--- src/rtl/osc_calc_pkg.sv ---
package osc_calc_pkg;
  localparam int unsigned REF_HZ     = 31980000;
  localparam int unsigned VCO_MIN_HZ = 2080000000;
  localparam int unsigned HS_LIMIT   = 1022;
  localparam int unsigned FREQ_MIN   = 100000;
  localparam int unsigned FREQ_MAX   = 250000000;

  typedef enum logic [2:0] {
    ST_IDLE,
    ST_SEARCH,
    ST_HS_GO,
    ST_HS_RUN,
    ST_M_GO,
    ST_M_RUN
  } calc_st_e;
endpackage

--- src/rtl/osc_seq_div.sv ---
// Restoring divider: one quotient bit per cycle, NUM_W cycles after start_i.
module osc_seq_div #(
  parameter int NUM_W = 32,
  parameter int DEN_W = 32
) (
  input  logic             clk_i,
  input  logic             rst_ni,
  input  logic             start_i,
  input  logic [NUM_W-1:0] num_i,
  input  logic [DEN_W-1:0] den_i,
  output logic             done_o,
  output logic [NUM_W-1:0] quo_o
);
  localparam int CNT_W = $clog2(NUM_W + 1);

  logic [DEN_W-1:0] rem_q, den_q;
  logic [NUM_W-1:0] quo_q;
  logic [CNT_W-1:0] cnt_q;
  logic [DEN_W:0]   trial, diff;
  logic             ge;

  always_comb begin
    trial = {rem_q, quo_q[NUM_W-1]};
    ge    = trial >= {1'b0, den_q};
    diff  = trial - {1'b0, den_q};
  end

  always_ff @(posedge clk_i or negedge rst_ni) begin
    if (!rst_ni) begin
      rem_q  <= '0;
      den_q  <= '0;
      quo_q  <= '0;
      cnt_q  <= '0;
      done_o <= 1'b0;
    end else begin
      done_o <= 1'b0;
      if (start_i) begin
        rem_q <= '0;
        den_q <= den_i;
        quo_q <= num_i;
        cnt_q <= CNT_W'(NUM_W);
      end else if (cnt_q != '0) begin
        quo_q <= {quo_q[NUM_W-2:0], ge};
        rem_q <= ge ? diff[DEN_W-1:0] : trial[DEN_W-1:0];
        cnt_q <= cnt_q - 1'b1;
        if (cnt_q == CNT_W'(1)) done_o <= 1'b1;
      end
    end
  end

  assign quo_o = quo_q;
endmodule

--- src/rtl/osc_ls_search.sv ---
// Smallest power-of-two low-speed exponent that lifts the VCO to its floor.
module osc_ls_search
  import osc_calc_pkg::*;
#(
  parameter int FREQ_W  = 32,
  parameter int EXP_W   = 3,
  parameter int EXP_CAP = 5
) (
  input  logic              clk_i,
  input  logic              rst_ni,
  input  logic              load_i,
  input  logic [FREQ_W-1:0] freq_i,
  output logic [EXP_W-1:0]  exp_o,
  output logic              fin_o
);
  localparam int TRIAL_W = FREQ_W + 16;
  localparam logic [FREQ_W-1:0]  THRESH = FREQ_W'(VCO_MIN_HZ / HS_LIMIT);
  localparam logic [TRIAL_W-1:0] VCO_T  = TRIAL_W'(VCO_MIN_HZ);
  localparam logic [TRIAL_W-1:0] FACT0  = TRIAL_W'(2 * HS_LIMIT);

  logic [TRIAL_W-1:0] trial_q;
  logic [EXP_W-1:0]   exp_q;
  logic               fin_q;

  always_ff @(posedge clk_i or negedge rst_ni) begin
    if (!rst_ni) begin
      trial_q <= '0;
      exp_q   <= '0;
      fin_q   <= 1'b0;
    end else if (load_i) begin
      if (freq_i >= THRESH) begin
        exp_q <= '0;
        fin_q <= 1'b1;
      end else begin
        exp_q   <= EXP_W'(1);
        trial_q <= TRIAL_W'(freq_i) * FACT0;
        fin_q   <= 1'b0;
      end
    end else if (!fin_q) begin
      if (trial_q >= VCO_T || exp_q == EXP_W'(EXP_CAP)) begin
        fin_q <= 1'b1;
      end else begin
        trial_q <= trial_q << 1;
        exp_q   <= exp_q + 1'b1;
      end
    end
  end

  assign exp_o = exp_q;
  assign fin_o = fin_q;
endmodule

--- src/rtl/osc_muldiv_calc.sv ---
module osc_muldiv_calc
  import osc_calc_pkg::*;
#(
  parameter int FREQ_W  = 32,
  parameter int EXP_W   = 3,
  parameter int EXP_CAP = 5,
  parameter int HS_W    = 11,
  parameter int MINT_W  = 8,
  parameter int FRAC_W  = 29,
  parameter int MDIV_W  = 64,
  parameter int REF_W   = 25
) (
  input  logic              clk_i,
  input  logic              rst_ni,
  input  logic              start_i,
  input  logic [31:0]       freq_i,
  output logic              busy_o,
  output logic              done_o,
  output logic              invalid_o,
  output logic [2:0]        ls_exp_o,
  output logic [10:0]       hs_div_o,
  output logic [7:0]        m_int_o,
  output logic [28:0]       m_frac_o
);
  localparam int PROD_W = FREQ_W + HS_W;
  localparam logic [FREQ_W-1:0] HALF_VCO = FREQ_W'(VCO_MIN_HZ / 2);
  localparam logic [MDIV_W-1:0] ROUND_T  = MDIV_W'(REF_HZ / 2);
  localparam logic [REF_W-1:0]  REF_DEN  = REF_W'(REF_HZ);

  calc_st_e          st_q;
  logic [FREQ_W-1:0] freq_q;
  logic [HS_W-1:0]   hs_q;
  logic [EXP_W-1:0]  exp_w;
  logic              fin_w, load_w, in_range;
  logic [FREQ_W-1:0] scaled, hs_num, hs_quo;
  logic              hs_done, m_done;
  logic [PROD_W-1:0] prod;
  logic [MDIV_W-1:0] m_num, m_quo;

  assign in_range = (freq_i >= FREQ_W'(FREQ_MIN)) && (freq_i <= FREQ_W'(FREQ_MAX));
  assign load_w   = (st_q == ST_IDLE) && start_i && in_range;
  assign scaled   = freq_q << exp_w;
  assign hs_num   = HALF_VCO + scaled - 1'b1;
  assign prod     = PROD_W'(scaled) * PROD_W'(hs_q);
  assign m_num    = (MDIV_W'(prod) << FRAC_W) + ROUND_T;

  osc_ls_search #(.FREQ_W(FREQ_W), .EXP_W(EXP_W), .EXP_CAP(EXP_CAP)) i_search (
    .clk_i  (clk_i),
    .rst_ni (rst_ni),
    .load_i (load_w),
    .freq_i (freq_i),
    .exp_o  (exp_w),
    .fin_o  (fin_w)
  );

  osc_seq_div #(.NUM_W(FREQ_W), .DEN_W(FREQ_W)) i_hs_div (
    .clk_i   (clk_i),
    .rst_ni  (rst_ni),
    .start_i (st_q == ST_HS_GO),
    .num_i   (hs_num),
    .den_i   (scaled),
    .done_o  (hs_done),
    .quo_o   (hs_quo)
  );

  osc_seq_div #(.NUM_W(MDIV_W), .DEN_W(REF_W)) i_m_div (
    .clk_i   (clk_i),
    .rst_ni  (rst_ni),
    .start_i (st_q == ST_M_GO),
    .num_i   (m_num),
    .den_i   (REF_DEN),
    .done_o  (m_done),
    .quo_o   (m_quo)
  );

  always_ff @(posedge clk_i or negedge rst_ni) begin
    if (!rst_ni) begin
      st_q      <= ST_IDLE;
      freq_q    <= '0;
      hs_q      <= '0;
      done_o    <= 1'b0;
      invalid_o <= 1'b0;
      ls_exp_o  <= '0;
      hs_div_o  <= '0;
      m_int_o   <= '0;
      m_frac_o  <= '0;
    end else begin
      done_o <= 1'b0;
      unique case (st_q)
        ST_IDLE: if (start_i) begin
          if (in_range) begin
            freq_q <= freq_i;
            st_q   <= ST_SEARCH;
          end else begin
            done_o    <= 1'b1;
            invalid_o <= 1'b1;
            ls_exp_o  <= '0;
            hs_div_o  <= '0;
            m_int_o   <= '0;
            m_frac_o  <= '0;
          end
        end
        ST_SEARCH: if (fin_w) st_q <= ST_HS_GO;
        ST_HS_GO:  st_q <= ST_HS_RUN;
        ST_HS_RUN: if (hs_done) begin
          hs_q <= {hs_quo[HS_W-2:0], 1'b0};
          st_q <= ST_M_GO;
        end
        ST_M_GO:   st_q <= ST_M_RUN;
        ST_M_RUN:  if (m_done) begin
          ls_exp_o  <= exp_w;
          hs_div_o  <= hs_q;
          m_frac_o  <= m_quo[FRAC_W-1:0];
          m_int_o   <= m_quo[FRAC_W+MINT_W-1:FRAC_W];
          invalid_o <= 1'b0;
          done_o    <= 1'b1;
          st_q      <= ST_IDLE;
        end
        default: st_q <= ST_IDLE;
      endcase
    end
  end

  assign busy_o = (st_q != ST_IDLE);

  logic unused_bits;
  assign unused_bits = ^{hs_quo[FREQ_W-1:HS_W-1], m_quo[MDIV_W-1:FRAC_W+MINT_W]};
endmodule

--- config.mk ---
export PLATFORM = sky130hd
export DESIGN_NAME = osc_muldiv_calc
export DESIGN_NICKNAME = d
export VERILOG_FILES = /design/src/rtl/osc_calc_pkg.sv /design/src/rtl/osc_seq_div.sv /design/src/rtl/osc_ls_search.sv /design/src/rtl/osc_muldiv_calc.sv
export SDC_FILE = /design/constraint.sdc
export NUM_CORES = 2
export LEC_CHECK = 0
export BUFFER_PORTS_ARGS = -buffer_cell sky130_fd_sc_hd__buf_4
export CORE_MARGIN = 4
export CORE_UTILIZATION = 40
export CTS_CLUSTER_DIAMETER = 200
export DETAILED_ROUTE_END_ITERATION = 8
export GPL_TIMING_DRIVEN = 0
export PLACE_DENSITY = 0.6
export SYNTH_ARGS = -nofsm -noshare
export SYNTH_HDL_FRONTEND = slang
export SYNTH_SLANG_ARGS = --single-unit
--- constraint.sdc ---
create_clock -name clk_i -period 9.8 [get_ports clk_i]
set_clock_uncertainty 0.15 [all_clocks]
set_input_delay 0.98 -clock clk_i [delete_from_list [all_inputs] [get_ports clk_i]]
set_output_delay 0.98 -clock clk_i [all_outputs]
set_load 0.02 [all_outputs]
==> run summary <==
The post-DP HPWL was 76320 um; the synthesized instance count was 3756. The placement row count was 107. In this run, placement finished with an instance count of 4990. Dividing the final minimum period by the clock period gives 91.01%. The cell area power density was 158.7 nW/um^2.

Yosys attributes the largest share of cell area to dfrtp_1, fa_1, ha_1. After detailed routing, the average wire length per cell comes to 19.20 um. The arrival time of data at the critical path endpoint was 9.20 ns. The worst slew margin relative to its limit is 7.986%. Summed over all failing endpoints, the final setup total negative slack is 0 ns. For the initial standard-cell utilization of the core, the log shows 40.26%. The flow ran to the end, and the final reports show no timing, DRC or antenna violations. The largest fanout on the critical path works out to 10. The first global-routing pass estimated 157700 um of wire. The number of remaining DRC errors was 0; the number of top-level pins was 89. From bottom edge to top edge, the die measures 300.5 um. For the maximum buffer depth of the clock tree, the log shows 3.

The share of synthesized area in the top cell type comes to 25.44%. In the post-route analysis, the smallest setup slack over all paths is 0.8809 ns. Number of buffers added on ports: 87. Data on the critical path is required at its endpoint by 10.09 ns.

The total die area is 90310 um^2. The most frequent cell after synthesis was nand2_1. The tools report the largest net degree at the start of global routing as 121. The worst reg2reg path endpoint is i_m_div.quo_o[63]$_DFFE_PN0P_.

The run gives 97190 um as the total wire length. Achievable frequency: 112.1 MHz. The logs give 0 for the count of final hold-check violations and 5 for the detailed-routing iteration count for the pre-antenna-repair pass. STA classifies the critical path endpoint as a register.

Of the total power, the clock network draws 27.4%. The tools report the total nets after synthesis as 4384. The count of hold-fix buffers inserted at cts is 1, and the worst reg2reg path depth is 27. Of the total power, the share spent switching nets is 39.10%.

By startpoint and endpoint, the worst setup path is classified as reg -> reg. The clock drives 348 sinks. Counting distinct cell types in the post-synthesis netlist gives 102. Sequential cells account for 23.9% of the total power.

Across every metal layer, demand over resource in global routing totals 21.89%. The logs give 41 for the number of buffers added by the clock tree synthesis step and 0 for the number of max-slew violations in the final report. In this run, synthesis inferred 0 flip-flops with an integrated enable. The part of the total power dissipated in combinational logic was 48.7%; the pin slew with the least headroom to its limit was 1.342 ns. After clock tree synthesis, the clock-pin slew on the worst setup and hold paths is 0.06 ns. Setup violations remaining at the end of the flow were counted as 0.

The H-tree generated during clock tree synthesis spans 2 levels. On the critical path, the stage with the largest delay is an instance of fa_1. The die is 300.5 um wide. Post-CTS timing repair inserted 0 buffers for setup. For the internal power component, the log shows 3.657 mW.

The most critical setup path has its startpoint at i_search.exp_o[2]$_DFFE_PN0P_. The tools report the setup slack of the worst register-to-register path as 0.88 ns. The filler-free cell count of the finished design is 5063, and the critical path buffer and inverter count is 9.

Setup repair after global routing left no endpoint under its margin. The tree is rooted in a clkbuf_16. The count of nets left with antenna violations once routing finished came out at 0. The region available for standard cell placement spans 85010 um^2. Post-CTS repair changed the size of 0 cells.

The violation count after the first detailed-routing iteration was 1821. The post-layout minimum cycle time is 8.919 ns. Overall power consumption after layout is estimated at 6.004 mW. The via density per instance was 5.329; the number of nets in the layout was 4518. The switching power was 2.348 mW; the fraction of final layout cells with drive strength greater than 1 was 7.170%. The worst register-to-register path begins at i_search.exp_o[2]$_DFFE_PN0P_. The endpoint of the most critical setup path is i_m_div.quo_o[63]$_DFFE_PN0P_. Number of antenna violations at the first check in global routing: 1.

The worst hold path belongs to the class reg -> reg. Leakage power total: 18.11 nW. Routability-driven placement finished with a final weighted congestion of 0.9240. For this run the aggregate overflow at the end of global routing stands at 0.

Of all cell types, the one taking the most synthesized area is dfrtp_1. In this run the cell area of the synthesized design comes to 34230 um^2. The most numerous cell type found on the critical path is fa_1. On the worst path, the slowest cell contributes a delay of 0.54 ns. The number of cells on the critical path is 27, and the diode insertion count for antenna repair is 0. The number of global-route vias before repair is 28018. For this run, the number of Yosys warnings is 0. TritonCTS built the clock tree. In this run, synthesis produced a sequential element count of 348. For this run, asynchronously set or reset flops after synthesis account for 100.0%. The vias after detailed routing is 26979. Averaged over all synthesized cells, the footprint is 9.113 um^2. Max-cap violations in this run came to 0. The worst setup slack before clock tree synthesis was 0.9564 ns. Summing the sequential cell areas from Yosys gives 25.44% of the chip area. Clock latency on the worst-skew pair, taken at its later pin, is 0.58 ns. From synthesis to final layout, the design area changed by 10.56%.

STA classifies the critical path startpoint as a register. The category of cells accounting for the largest share of critical-path delay is adder cells. By count the netlist is led by nand2_1, inv_1, fa_1, dfrtp_1, ha_1. The dominant synthesized flop cell was dfrtp_1.

IR analysis of the VDD net gives a maximum drop of 201.4 uV.
-- per-stage QoR --
| stage | hold WS [ns] | instance area, um^2 | util [%] |
|---|---|---|---|
| after floorplan | 0.2946 | 34230 | - |
| after global placement | 0.3091 | 36310 | 42.71 |
| after detailed placement | 0.3163 | 36400 | 42.82 |
| after CTS | 0.3298 | 37840 | 44.51 |
| after global routing | 0.3455 | 37840 | 44.51 |
| final | 0.3223 | 37840 | 44.51 |
-- power by group through the flow --
| stage | sequential [mW] | combinational (mW) | clock, mW |
|---|---|---|---|
| after floorplan | 1.46 | 2.27 | 0 |
| after global placement | 1.46 | 2.90 | 0 |
| after detailed placement | 1.46 | 2.92 | 0 |
| after CTS | 1.44 | 2.94 | 1.67 |
| after global routing | 1.44 | 3.35 | 1.73 |
| final | 1.44 | 2.92 | 1.64 |
-- flip-flops by register name (all words and copies together), names as in the netlist, 3 cells and up --
name and cells:
st_q 3, hs_q 10, i_m_div.cnt_q 7, i_hs_div.den_q 32, ls_exp_o 3, m_int_o 8, i_hs_div.cnt_q 6, i_m_div.rem_q 25
freq_q 32, m_frac_o 29, hs_div_o 10, i_search.exp_o 3, i_m_div.quo_o 64, i_search.trial_q 46, i_hs_div.rem_q 32, i_hs_div.quo_o 32
-- final cells by class --
class | instances | area, um^2
inverters | 423 | 1588
plain buffers | 192 | 812.0
clock buffers | 57 | 1177
repair buffers | 91 | 753.2
well taps | 1144 | 1431
flip-flops and latches | 348 | 8708
fillers | 8332 | 47170
multi-input cells | 2793 | 23120
clock inverters | 15 | 252.7
-- layout by cell type (no fill, tap or decap), drive strengths merged, types with 22 or more instances in the layout --
cell type / count
nor2b: 62
a21o: 53
dfrtp: 348
nand3: 59
ha: 227
a31oi: 75
nand2: 573
fa: 366
mux2i: 65
a211oi: 22
xnor2: 96
a21oi: 206
mux4: 23
nor3: 70
nor2: 159
nand2b: 43
and2: 129
xor2: 44
o21ai: 268
inv: 426
clkbuf: 213
buf: 126
mux2: 37
-- worst min-delay path, cell delays in order, from the launching register on --
cell	delay, ns
dfrtp_1	0.33
nand2_1	0.05
o21ai_1	0.06
-- worst min path at each step --
stage | start | endpoint | slack [ns] | depth (start not counted)
6_report | i_search.trial_q[40]$_DFFE_PN0P_ | i_search.trial_q[40]$_DFFE_PN0P_ | 0.32 | 2
5_1_grt | hs_div_o[6]$_DFFE_PN0P_ | hs_div_o[6]$_DFFE_PN0P_ | 0.35 | 2
4_1_cts | i_search.trial_q[40]$_DFFE_PN0P_ | i_search.trial_q[40]$_DFFE_PN0P_ | 0.33 | 2
3_5_place_dp | i_search.trial_q[40]$_DFFE_PN0P_ | i_search.trial_q[40]$_DFFE_PN0P_ | 0.32 | 2
3_3_place_gp | i_search.trial_q[40]$_DFFE_PN0P_ | i_search.trial_q[40]$_DFFE_PN0P_ | 0.31 | 2
2_1_floorplan | i_search.trial_q[43]$_DFFE_PN0P_ | i_search.trial_q[43]$_DFFE_PN0P_ | 0.29 | 1
-- logic make-up (layout without fill, tap and decap cells) --
kind of cell | after synthesis | in the layout | synth area share [%]
buf+inv | 615 | 778 | 7.012
xor+xnor | 141 | 141 | 3.670
mux | 125 | 125 | 4.796
other cells | 1 | 1 | 0.01096
fa+ha+maj | 593 | 593 | 29.71
compound gates | 738 | 738 | 12.92
flops | 348 | 348 | 25.44
simple gates | 1195 | 1195 | 16.45
-- metal layers --
| layer | track usage, % | share of wire (%) |
|---|---|---|
| met4 | 7.484 | 3.7 |
| met2 | 37.27 | 48 |
| met5 | 0 | 0 |
| met1 | 29.30 | 44 |
| met3 | 2.235 | 4.5 |
Note: power is estimated with default switching activity, not from simulation.
